--- src/rtl/cnt_en_pkg.sv ---
package cnt_en_pkg;

    localparam int CE_MAX_CNT = 16;
    localparam int CE_DW      = 32;
    localparam int CE_GW      = 4;

    typedef enum logic [1:0] {
        VIEW_NONE = 2'b00,
        VIEW_CLR  = 2'b01,
        VIEW_SET  = 2'b10,
        VIEW_BOTH = 2'b11
    } wr_view_e;

endpackage

--- src/rtl/cnt_en_mask.sv ---
module cnt_en_mask #(
    parameter int MAX_CNT = 16,
    parameter int CW      = 5
) (
    input  logic [CW-1:0]      num_cnt,
    output logic [MAX_CNT-1:0] impl_mask
);
    // bit i exists when the configured count exceeds i; larger counts saturate
    for (genvar i = 0; i < MAX_CNT; i++) begin : g_bit
        assign impl_mask[i] = (32'(num_cnt) > i);
    end
endmodule

--- src/rtl/cnt_en_bitctl.sv ---
module cnt_en_bitctl #(
    parameter int MAX_CNT = 16
) (
    input  logic [MAX_CNT-1:0] cur_en,
    input  logic [MAX_CNT-1:0] set_bits,
    input  logic [MAX_CNT-1:0] clr_bits,
    input  logic [MAX_CNT-1:0] impl_mask,
    output logic [MAX_CNT-1:0] nxt_en
);
    // per bit: clear dominates set, unimplemented bits are forced low
    for (genvar i = 0; i < MAX_CNT; i++) begin : g_bit
        always_comb begin
            if (!impl_mask[i]) begin
                nxt_en[i] = 1'b0;
            end else if (clr_bits[i]) begin
                nxt_en[i] = 1'b0;
            end else if (set_bits[i]) begin
                nxt_en[i] = 1'b1;
            end else begin
                nxt_en[i] = cur_en[i];
            end
        end
    end
endmodule

--- src/rtl/cnt_en_reg.sv ---
module cnt_en_reg
    import cnt_en_pkg::*;
#(
    parameter  int MAX_CNT = CE_MAX_CNT,
    parameter  int DW      = CE_DW,
    parameter  int GW      = CE_GW,
    localparam int CW      = $clog2(MAX_CNT + 1)
) (
    input  logic               clk,
    input  logic               rst_n,
    input  logic [CW-1:0]      cfg_num_cnt,
    input  logic [GW-1:0]      cfg_num_grp,
    input  logic               rd_req,
    input  logic               clr_we,
    input  logic [DW-1:0]      clr_wdata,
    input  logic               set_we,
    input  logic [DW-1:0]      set_wdata,
    output logic               rd_valid,
    output logic [DW-1:0]      rd_data,
    output logic               acc_undef,
    output logic [MAX_CNT-1:0] cnt_en
);

    typedef struct packed {
        logic [MAX_CNT-1:0] en;
        logic               rvld;
        logic [DW-1:0]      rdat;
        logic               undef;
    } st_t;

    st_t st_d, st_q;

    logic [MAX_CNT-1:0] impl_mask;
    logic [MAX_CNT-1:0] set_bits;
    logic [MAX_CNT-1:0] clr_bits;
    logic [MAX_CNT-1:0] nxt_en;
    logic               grp_ok;
    wr_view_e           wr_view;
    logic               unused_hi;

    // upper write-data bits are reserved and deliberately dropped
    assign unused_hi = ^{clr_wdata[DW-1:MAX_CNT], set_wdata[DW-1:MAX_CNT]};

    assign grp_ok  = |cfg_num_grp;
    assign wr_view = wr_view_e'({set_we, clr_we});

    cnt_en_mask #(.MAX_CNT(MAX_CNT), .CW(CW)) u_mask (
        .num_cnt   (cfg_num_cnt),
        .impl_mask (impl_mask)
    );

    always_comb begin
        set_bits = '0;
        clr_bits = '0;
        if (grp_ok) begin
            unique case (wr_view)
                VIEW_SET:  set_bits = set_wdata[MAX_CNT-1:0];
                VIEW_CLR:  clr_bits = clr_wdata[MAX_CNT-1:0];
                VIEW_BOTH: begin
                    set_bits = set_wdata[MAX_CNT-1:0];
                    clr_bits = clr_wdata[MAX_CNT-1:0];
                end
                default: ;
            endcase
        end
    end

    cnt_en_bitctl #(.MAX_CNT(MAX_CNT)) u_bitctl (
        .cur_en    (st_q.en),
        .set_bits  (set_bits),
        .clr_bits  (clr_bits),
        .impl_mask (impl_mask),
        .nxt_en    (nxt_en)
    );

    always_comb begin
        st_d       = st_q;
        st_d.en    = nxt_en;
        st_d.rvld  = rd_req && grp_ok;
        st_d.rdat  = '0;
        st_d.undef = (rd_req || clr_we || set_we) && !grp_ok;
        if (rd_req && grp_ok) begin
            st_d.rdat[MAX_CNT-1:0] = st_q.en & impl_mask;
        end
    end

    always_ff @(posedge clk or negedge rst_n) begin
        if (!rst_n) begin
            st_q <= '0;
        end else begin
            st_q <= st_d;
        end
    end

    assign cnt_en    = st_q.en & impl_mask;
    assign rd_valid  = st_q.rvld;
    assign rd_data   = st_q.rdat;
    assign acc_undef = st_q.undef;

endmodule

--- config.mk ---
export PLATFORM = sky130hd
export DESIGN_NAME = cnt_en_reg
export DESIGN_NICKNAME = d
export VERILOG_FILES = /design/src/rtl/cnt_en_pkg.sv /design/src/rtl/cnt_en_mask.sv /design/src/rtl/cnt_en_bitctl.sv /design/src/rtl/cnt_en_reg.sv
export SDC_FILE = /design/constraint.sdc
export NUM_CORES = 1
export LEC_CHECK = 0
export BUFFER_PORTS_ARGS = -buffer_cell sky130_fd_sc_hd__clkbuf_2
export CAP_MARGIN = 20
export CELL_PAD_IN_SITES_DETAIL_PLACEMENT = 0
export CELL_PAD_IN_SITES_GLOBAL_PLACEMENT = 1
export CORE_ASPECT_RATIO = 0.8
export CORE_UTILIZATION = 26
export DETAILED_ROUTE_END_ITERATION = 16
export PLACE_DENSITY = 0.78
export SLEW_MARGIN = 10
export SYNTH_ARGS = -nofsm -noshare
export SYNTH_HDL_FRONTEND = slang
export SYNTH_SLANG_ARGS = --single-unit
--- constraint.sdc ---
create_clock -name clk -period 1.15 [get_ports clk]
set_input_delay 0.1725 -clock clk [delete_from_list [all_inputs] [get_ports clk]]
set_output_delay 0.1725 -clock clk [all_outputs]
set_load 0.02 [all_outputs]
==> summary.txt, run 1 <==
Placed design
  • Gp weighted congestion: 0.726
  • Port bufs: 79
  • Detailed placer's ending HPWL: 3580 um
  • Worst slack, placed: -0.269 ns

Global route
  • Gr usage total: 14.1%
  • Congestion Overflow GR: 0
  • Largest net degree at the start of global routing: 35
  • Initial antenna violation count: 0
  • Vias in the first global route: 1,517
  • First-pass GRT wire length: 7730 um

Clock network
  • Clock sinks: 34
  • Worst-path clk slew: 0.07 ns
  • Clock Latency Late Sink: 0.29 ns
  • TritonCTS buffer count: 5
  • Clock tree buffer depth: 2
  • Htree depth: 2
  • Root Buffer Master: clkbuf_8
  • CTS tree: done

Power
  • Comb pwr share: 28.6%
  • Overall Power: 3190 uW
  • Switching share of power: 30.6%
  • Clock power share: 29.8%
  • Seq pwr share: 41.6%
  • PwrDens: 1160 nW/um^2
  • Power Internal: 2210 uW
  • Max VDD drop: 447 uV
  • Net Switching: 975 uW
  • Leak pwr: 0.00134 uW

Final layout
  • Commonest non-fill, non-tap cells in the layout: clkbuf_2, dfrtp_1, buf_4
  • Fin util: 42.3%
  • Diode count: 0
  • Fillcell total: 652
  • Layout cells sized above 1: 58.3%
  • Most common cell after layout, fill and taps aside: clkbuf_2
  • Final nets: 341
  • P&R area growth vs syn: 54.1%

Critical path
  • Worst setup EP type: primary output
  • Critical path type: primary input to primary output
  • Critical path cell sequence: buf_6 -> or4_4 -> nor2_4 -> nor2b_4 -> buf_8
  • CP max stage cell: or4_4
  • Max incr delay on CP: 0.56 ns
  • Reg2Reg Depth: 4
  • Setup crit start kind: primary input
  • RR Startpoint: st_q[45]$_DFFE_PN0P_
  • Arrival @ worst endpoint: 1.16 ns
  • CP Data Required Time: 0.98 ns
  • R2R Setup Slk: 0.21 ns
  • CP max FO: 3
  • Family with the most delay on the worst path: simple AND/OR/NAND/NOR gates
  • CP Buf/Inv Count: 2
  • Worst R2R End: st_q[45]$_DFFE_PN0P_

Floorplanning
  • Die width: 94.7 um
  • Total Die Area: 7210 um^2
  • Number of top-level pins: 128
  • Core region area: 6510 um^2
  • Die Ht: 76.1 um
  • Initial Utilization: 27.5%
  • # rows: 26

Flow run
  • Max-cap violations: 0

Timing
  • Post-layout minimum cycle time: 1.33 ns
  • Endpoints failing hold: 0
  • Worst rel slew slack: 48.4%
  • Fin crit share: 116%
  • PnR worst setup slack: -0.182 ns
  • Tightest hold margin: 0.0421 ns
  • Final setup skew: 0.00117 ns
  • Slew of the pin with the lowest slew margin: 0.770 ns
  • RSZ-0062 raised after global routing: true
  • Fin. max-slew vios: 0
  • Final setup viols: 11
  • Fmax: 751 MHz

Routing
  • Routed wire length: 5020 um
  • Starting DRT DRC Count: 72
  • Routed Antenna Nets: 0
  • Routed vias/inst: 4.36
  • Router iterations before antenna repair: 4
  • DRC: 0
  • Routed length per instance: 14.4 um
  • Via count: 1,519

Synth
  • FF+latch count, synth: 34
  • Ys async rst share: 100%
  • Most used DFF post-synth: dfrtp_1
  • Mapped Area: 1790 um^2
  • Unique masters post-synth: 34
  • Post-Syn Instances: 168
  • EDFF count, synth: 0
  • Seq/Total Area, Yosys: 47.6%
  • Avg Inst Size Synth: 10.6 um^2
  • Syn. warnings: 0

Status
  • Failing checks: setup timing
  • Status: complete, but fails checks

Min path
  • Hold Path Class: primary input to flip-flop
  • Hold depth: 2
  • Hold_sp: clr_wdata[6]
  • Hold endpoint: st_q[40]$_DFFE_PN0P_
[registers in the layout (all words and copies together) (netlist names)]
register / count
acc_undef: 1
rd_data: 16
rd_valid: 1
st_q: 16
[routing by layer]
metal  vias to the layer above  part of all wire, %  GRT usage (%)
met5                         -                    0              0
met4                         0                 0.68           3.18
met3                         5                  6.8           3.69
met2                        61                   48           23.0
met1                       726                   44           18.6
li1                        727                    -              -
[worst max path at each step]
stage	from	to	slack (ns)	cells after the start
final	cfg_num_cnt[2]	cnt_en[0]	-0.18	5
after global routing	cfg_num_cnt[2]	cnt_en[0]	-0.22	5
after CTS	cfg_num_cnt[2]	cnt_en[0]	-0.22	5
after detailed placement	cfg_num_cnt[4]	cnt_en[0]	-0.27	5
after global placement	cfg_num_cnt[4]	cnt_en[0]	-0.25	5
after floorplan	cfg_num_cnt[3]	cnt_en[4]	-0.07	5
[layout make-up]
type	instances	area (um^2)	share of cell area (%)
Inverter	3	11.3	0.409
Clock buffer	6	82.6	3.00
Timing Repair Buffer	113	836	30.4
Multi-Input combinational cell	106	855	31.0
Clock inverter	2	12.5	0.455
Tap cell	84	105	3.82
Sequential cell	34	851	30.9
[cell usage after synthesis, types with 2 or more instances]
master / instances / area (um^2)
dfrtp_1: 34 / 851
buf_4: 33 / 248
a21oi_1: 18 / 90.1
nor2b_1: 16 / 100
a211oi_1: 11 / 82.6
nor3b_1: 7 / 52.6
nor2_1: 6 / 22.5
buf_2: 4 / 20.0
a221oi_1: 3 / 26.3
a31oi_1: 3 / 18.8
buf_6: 3 / 33.8
inv_1: 3 / 11.3
nand2_1: 3 / 11.3
and2_1: 2 / 12.5
o21ai_0: 2 / 10.0
or2_2: 2 / 12.5
[power groups by stage]
stage / registers [uW] / clock network [uW] / logic (uW)
final: 1330 / 948 / 912
after global routing: 1340 / 1030 / 984
after CTS: 1330 / 984 / 841
after detailed placement: 1350 / 0 / 709
after global placement: 1340 / 0 / 698
after floorplan: 1340 / 0 / 497
[per-stage QoR]
stage,cell area [um^2],setup TNS (ns),instances
after floorplan,1890,-0.192,183
after CTS,2620,-1.26,343
final,2750,-0.947,348
after global placement,2260,-5.67,327
after detailed placement,2260,-6.27,327
after global routing,2750,-1.45,348
[kinds of logic (layout without fill, tap and decap cells)]
family                 Yosys count  after routing  share of synthesized area, %
AO/OA/AOI/OAI                   45             45                          17.6
AND/OR/NAND/NOR                 45             45                          17.1
buffers and inverters           43            124                          17.5
flip-flops                      34             34                          47.6
other                            1             16                         0.210
[repair_timing]
action                     CTS  global route
pin swaps                    9             7
gates resized for setup     40            37
hold endpoints to repair    34             0
setup endpoints to repair   16            16
gates cloned                 0             0
buffers inserted             7             5
hold buffers                 1             0
No activity file was read; power rests on OpenSTA's default activity.
==> run 2, diff against run 1 <==
--- a/config.mk
+++ b/config.mk
@@ -9,9 +9,10 @@
 export CAP_MARGIN = 20
 export CELL_PAD_IN_SITES_DETAIL_PLACEMENT = 0
 export CELL_PAD_IN_SITES_GLOBAL_PLACEMENT = 1
-export CORE_ASPECT_RATIO = 0.8
+export CORE_ASPECT_RATIO = 0.9
 export CORE_UTILIZATION = 26
 export DETAILED_ROUTE_END_ITERATION = 16
+export HOLD_SLACK_MARGIN = 0.03
 export PLACE_DENSITY = 0.78
 export SLEW_MARGIN = 10
 export SYNTH_ARGS = -nofsm -noshare
==> summary.txt, run 2 (synthesis gave the netlist of run 1 again) <==
Status
  • Status: complete, but fails checks
  • Failing checks: setup timing

Clock network
  • Clock sinks: 34
  • Root Buffer Master: clkbuf_8
  • CTS tree: done
  • Htree depth: 2
  • TritonCTS buffer count: 5
  • Clock Latency Late Sink: 0.28 ns
  • Clock tree buffer depth: 2
  • Worst-path clk slew: 0.07 ns

Final layout
  • Commonest non-fill, non-tap cells in the layout: clkbuf_2, buf_4, dfrtp_1
  • Final nets: 351
  • Diode count: 0
  • Layout cells sized above 1: 60.4%
  • Post-Layout Cell Count: 363
  • Fillcell total: 647
  • Most common cell after layout, fill and taps aside: clkbuf_2
  • P&R area growth vs syn: 62.6%
  • Fin util: 43.9%

Min path
  • Hold Path Class: primary input to flip-flop

Placed design
  • Worst slack, placed: -0.256 ns
  • Detailed placer's ending HPWL: 3500 um
  • Port bufs: 79
  • Gp weighted congestion: 0.711
  • DP Cell Count: 336

Power
  • Comb pwr share: 30.7%
  • Clock power share: 26.8%
  • PwrDens: 1080 nW/um^2
  • Leak pwr: 0.00141 uW
  • Net Switching: 952 uW
  • Max VDD drop: 387 uV
  • Switching share of power: 30.5%
  • Power Internal: 2170 uW
  • Seq pwr share: 42.5%

Routing
  • Routed Antenna Nets: 0
  • DRC: 0
  • Via count: 1,566
  • Routed vias/inst: 4.31
  • Routed wire length: 5030 um
  • Router iterations before antenna repair: 4
  • Routed length per instance: 13.9 um
  • Starting DRT DRC Count: 35

Timing
  • Worst rel slew slack: 47.2%
  • Endpoints failing hold: 0
  • PnR worst setup slack: -0.211 ns
  • Fin crit share: 118%
  • Fin. max-slew vios: 0
  • Final setup skew: 0.00481 ns
  • Setup tns final: -1.25 ns
  • Final setup viols: 11
  • Slew of the pin with the lowest slew margin: 0.788 ns
  • RSZ-0062 raised after global routing: true
  • Fmax: 735 MHz
  • Post-layout minimum cycle time: 1.36 ns

Floorplanning
  • Die width: 89.4 um
  • Core region area: 6620 um^2
  • # rows: 28
  • Total Die Area: 7210 um^2
  • Number of top-level pins: 128
  • Initial Utilization: 27.0%
  • Die Ht: 80.6 um

Critical path
  • Reg2Reg Depth: 3
  • CP Data Required Time: 0.98 ns
  • CP Buf/Inv Count: 2
  • Arrival @ worst endpoint: 1.19 ns
  • Setup crit start kind: primary input
  • R2R Setup Slk: 0.23 ns
  • Worst setup EP type: primary output
  • Critical path type: primary input to primary output
  • RR Startpoint: st_q[42]$_DFFE_PN0P_
  • Max incr delay on CP: 0.57 ns
  • Worst R2R End: rd_data[8]$_DFF_PN0_
  • CP max stage cell: or4_4
  • Crit path to: cnt_en[0]
  • CP max FO: 3
  • Worst setup path start: cfg_num_cnt[3]
  • Worst path depth: 5
  • Critical path cell sequence: buf_6 -> or4_4 -> nor2_4 -> nor2b_4 -> buf_8
  • Family with the most delay on the worst path: simple AND/OR/NAND/NOR gates

Global route
  • Congestion Overflow GR: 0
  • Vias in the first global route: 1,554
  • Largest net degree at the start of global routing: 35
  • Gr usage total: 14.2%
  • Initial antenna violation count: 0
  • First-pass GRT wire length: 7500 um

Flow run
  • Max-cap violations: 0
run 2: changes by cell type in the layout (fill, tap and decap cells not counted), sizes merged:
cell,change
buf,+14
clkbuf,-5
clkinv,+1
clkinvlp,-1
run 2: area by class of cell:
| type | instances | area [um^2] | share of cell area [%] |
|---|---|---|---|
| multi-input combinational | 106 | 898 | 30.9 |
| clock inverter | 2 | 10.0 | 0.345 |
| inverter | 3 | 11.3 | 0.388 |
| sequential | 34 | 851 | 29.3 |
| timing repair buffer | 123 | 953 | 32.8 |
| tap | 90 | 113 | 3.88 |
| clock buffer | 5 | 68.8 | 2.37 |
run 2: repair_timing:
item | 4_1_cts | 5_1_grt
hold endpoints to repair | 34 | 0
setup endpoints to repair | 16 | 18
hold buffers | 1 | 0
buffers inserted | 8 | 14
pin swaps | 7 | 11
gates cloned | 0 | 0
resized for setup | 34 | 70
run 2: worst min-delay path by stage:
stage | start | endpoint | slack, ns | cells after the start
2_1_floorplan | rst_n | acc_undef$_DFF_PN0_ | -0.12 | 0
3_5_place_dp | rst_n | acc_undef$_DFF_PN0_ | 0.16 | 2
5_1_grt | clr_wdata[7] | st_q[41]$_DFFE_PN0P_ | 0.04 | 2
3_3_place_gp | rst_n | rd_data[1]$_DFF_PN0_ | 0.16 | 2
6_report | clr_wdata[12] | st_q[46]$_DFFE_PN0P_ | 0.05 | 2
4_1_cts | clr_wdata[12] | st_q[46]$_DFFE_PN0P_ | 0.04 | 2
run 2: worst register-to-register path, delay by kind of cell (launching register included):
kind,cells,cell delay (ns)
DFF,1,0.36
and+or+nand+nor,2,0.35
buffers and inverters,1,0.13
run 2: metal layers:
layer	global-route usage (%)	part of all wire (%)	up-vias
met5	0	0	-
met4	5.56	1.4	0
met3	2.98	4.4	7
met2	24.2	52	61
met1	17.4	42	753
li1	-	-	745
run 2: power by group through the flow:
stage / sequential (uW) / clock [uW] / combinational (uW)
floorplan: 1340 / 0 / 497
CTS: 1330 / 879 / 825
global route: 1340 / 923 / 1040
detailed placement: 1350 / 0 / 716
finish: 1330 / 836 / 960
global placement: 1340 / 0 / 709
run 2: metrics by stage:
stage | power [uW] | hold slack [ns] | instance area (um^2)
finish | 3120 | 0.0495 | 2910
detailed placement | 2060 | 0.160 | 2290
floorplan | 1840 | -0.123 | 1890
global placement | 2050 | 0.156 | 2290
CTS | 3030 | 0.0396 | 2590
global route | 3300 | 0.0395 | 2910
==> run 3, diff against run 2 <==
--- a/config.mk
+++ b/config.mk
@@ -13,6 +13,7 @@
 export CORE_UTILIZATION = 26
 export DETAILED_ROUTE_END_ITERATION = 16
 export HOLD_SLACK_MARGIN = 0.03
+export MAX_ROUTING_LAYER = met4
 export PLACE_DENSITY = 0.78
 export SLEW_MARGIN = 10
 export SYNTH_ARGS = -nofsm -noshare
==> summary.txt, run 3 (synthesis gave the netlist of run 1 again) <==
Routing
  • Routed vias/inst: 4.34
  • Via count: 1,575
  • Router iterations before antenna repair: 4
  • DRC: 0
  • Routed Antenna Nets: 0
  • Routed length per instance: 13.9 um
  • Starting DRT DRC Count: 42
  • Routed wire length: 5050 um

Timing
  • Final setup viols: 11
  • Post-layout minimum cycle time: 1.36 ns
  • Endpoints failing hold: 0
  • Worst rel slew slack: 47.3%
  • Fin crit share: 118%
  • RSZ-0062 raised after global routing: true
  • Slew of the pin with the lowest slew margin: 0.787 ns
  • Final setup skew: 0.00340 ns
  • PnR worst setup slack: -0.211 ns
  • Fmax: 735 MHz
  • Fin. max-slew vios: 0
  • Tightest hold margin: 0.0494 ns

Final layout
  • Diode count: 0
  • Commonest non-fill, non-tap cells in the layout: clkbuf_2, buf_4, dfrtp_1
  • Most common cell after layout, fill and taps aside: clkbuf_2
  • Final nets: 351
  • Fillcell total: 647
  • Layout cells sized above 1: 60.4%
  • P&R area growth vs syn: 62.6%

Floorplanning
  • Die Ht: 80.6 um
  • Number of top-level pins: 128
  • Initial Utilization: 27.0%
  • Die width: 89.4 um
  • Total Die Area: 7210 um^2
  • Core region area: 6620 um^2
  • # rows: 28

Critical path
  • Worst setup EP type: primary output
  • RR Startpoint: st_q[42]$_DFFE_PN0P_
  • CP max FO: 3
  • Worst R2R End: rd_data[8]$_DFF_PN0_
  • CP Data Required Time: 0.98 ns
  • Arrival @ worst endpoint: 1.19 ns
  • R2R Setup Slk: 0.23 ns
  • Setup crit start kind: primary input
  • Crit path to: cnt_en[0]
  • Reg2Reg Depth: 3
  • Worst setup path start: cfg_num_cnt[3]
  • Critical path type: primary input to primary output

Placed design
  • Port bufs: 79
  • Gp weighted congestion: 0.719
  • Detailed placer's ending HPWL: 3500 um

Clock network
  • Clock sinks: 34
  • Root Buffer Master: clkbuf_8
  • TritonCTS buffer count: 5
  • Worst-path clk slew: 0.07 ns
  • CTS tree: done
  • Htree depth: 2
  • Clock Latency Late Sink: 0.28 ns
  • Clock tree buffer depth: 2

Power
  • Overall Power: 3130 uW
  • Max VDD drop: 391 uV
  • PwrDens: 1080 nW/um^2
  • Leak pwr: 0.00141 uW

Min path
  • Hold Path Class: primary input to flip-flop

Global route
  • Largest net degree at the start of global routing: 35
  • Met3 global-route usage: 3.19%
  • Gr usage total: 14.7%
  • Most used routing layer: met2
  • Congestion Overflow GR: 0
  • Met1 Usage GRT: 17.6%
  • First-pass GRT wire length: 7560 um
  • Met2 Track Usage GR: 24.4%
  • Initial antenna violation count: 0
  • Vias in the first global route: 1,546

Status
  • Failing checks: setup timing
  • Status: complete, but fails checks

Flow run
  • Max-cap violations: 0
[run 3: cell counts in the layout (fill, tap and decap cells not counted)]
No cell type changed its count.
[run 3: report_power, final]
| part | internal, uW | leakage (uW) | switching [uW] |
|---|---|---|---|
| clock | 406 | 0.0000438 | 435 |
| combinational | 482 | 0.000912 | 479 |
| sequential | 1280 | 0.000450 | 44.6 |
| total | 2170 | 0.00141 | 958 |
[run 3: area by class of cell]
class / instances / area [um^2] / share of cell area [%]
sequential: 34 / 851 / 29.3
multi-input combinational: 106 / 898 / 30.9
clock buffer: 5 / 68.8 / 2.37
inverter: 3 / 11.3 / 0.388
tap: 90 / 113 / 3.88
clock inverter: 2 / 10.0 / 0.345
timing repair buffer: 123 / 953 / 32.8
[run 3: worst min-delay path by stage]
stage	slack, ns	cells after the start	from	to
finish	0.05	2	clr_wdata[12]	st_q[46]$_DFFE_PN0P_
global route	0.04	2	clr_wdata[7]	st_q[41]$_DFFE_PN0P_
CTS	0.04	2	clr_wdata[12]	st_q[46]$_DFFE_PN0P_
detailed placement	0.16	2	rst_n	acc_undef$_DFF_PN0_
global placement	0.16	2	rst_n	rd_data[1]$_DFF_PN0_
floorplan	-0.12	0	rst_n	acc_undef$_DFF_PN0_
[run 3: what timing repair did]
action	4_1_cts	5_1_grt
pin swaps	7	11
hold buffers	1	0
endpoints found under the setup margin	16	18
setup buffers	8	14
resized for setup	34	70
hold endpoints to repair	34	0
[run 3: layer usage]
metal	vias up	share of wire [%]
met2	63	52
li1	745	-
met1	760	42
met3	7	4.4
met5	-	0
met4	0	1.3
[run 3: through the flow]
stage	worst slack, ns	util [%]	instance area [um^2]	cells	TNS, ns
floorplan	-0.0669	-	1890	183	-0.192
global placement	-0.240	34.5	2290	336	-6.23
detailed placement	-0.256	34.5	2290	336	-6.94
CTS	-0.217	39.1	2590	352	-1.84
global route	-0.240	43.9	2910	363	-1.69
finish	-0.211	43.9	2910	363	-1.27
[run 3: worst max-delay path: stages]
cell and delay (ns):
buf_6 0.10, or4_4 0.57, nor2_4 0.17, nor2b_4 0.05, buf_8 0.12
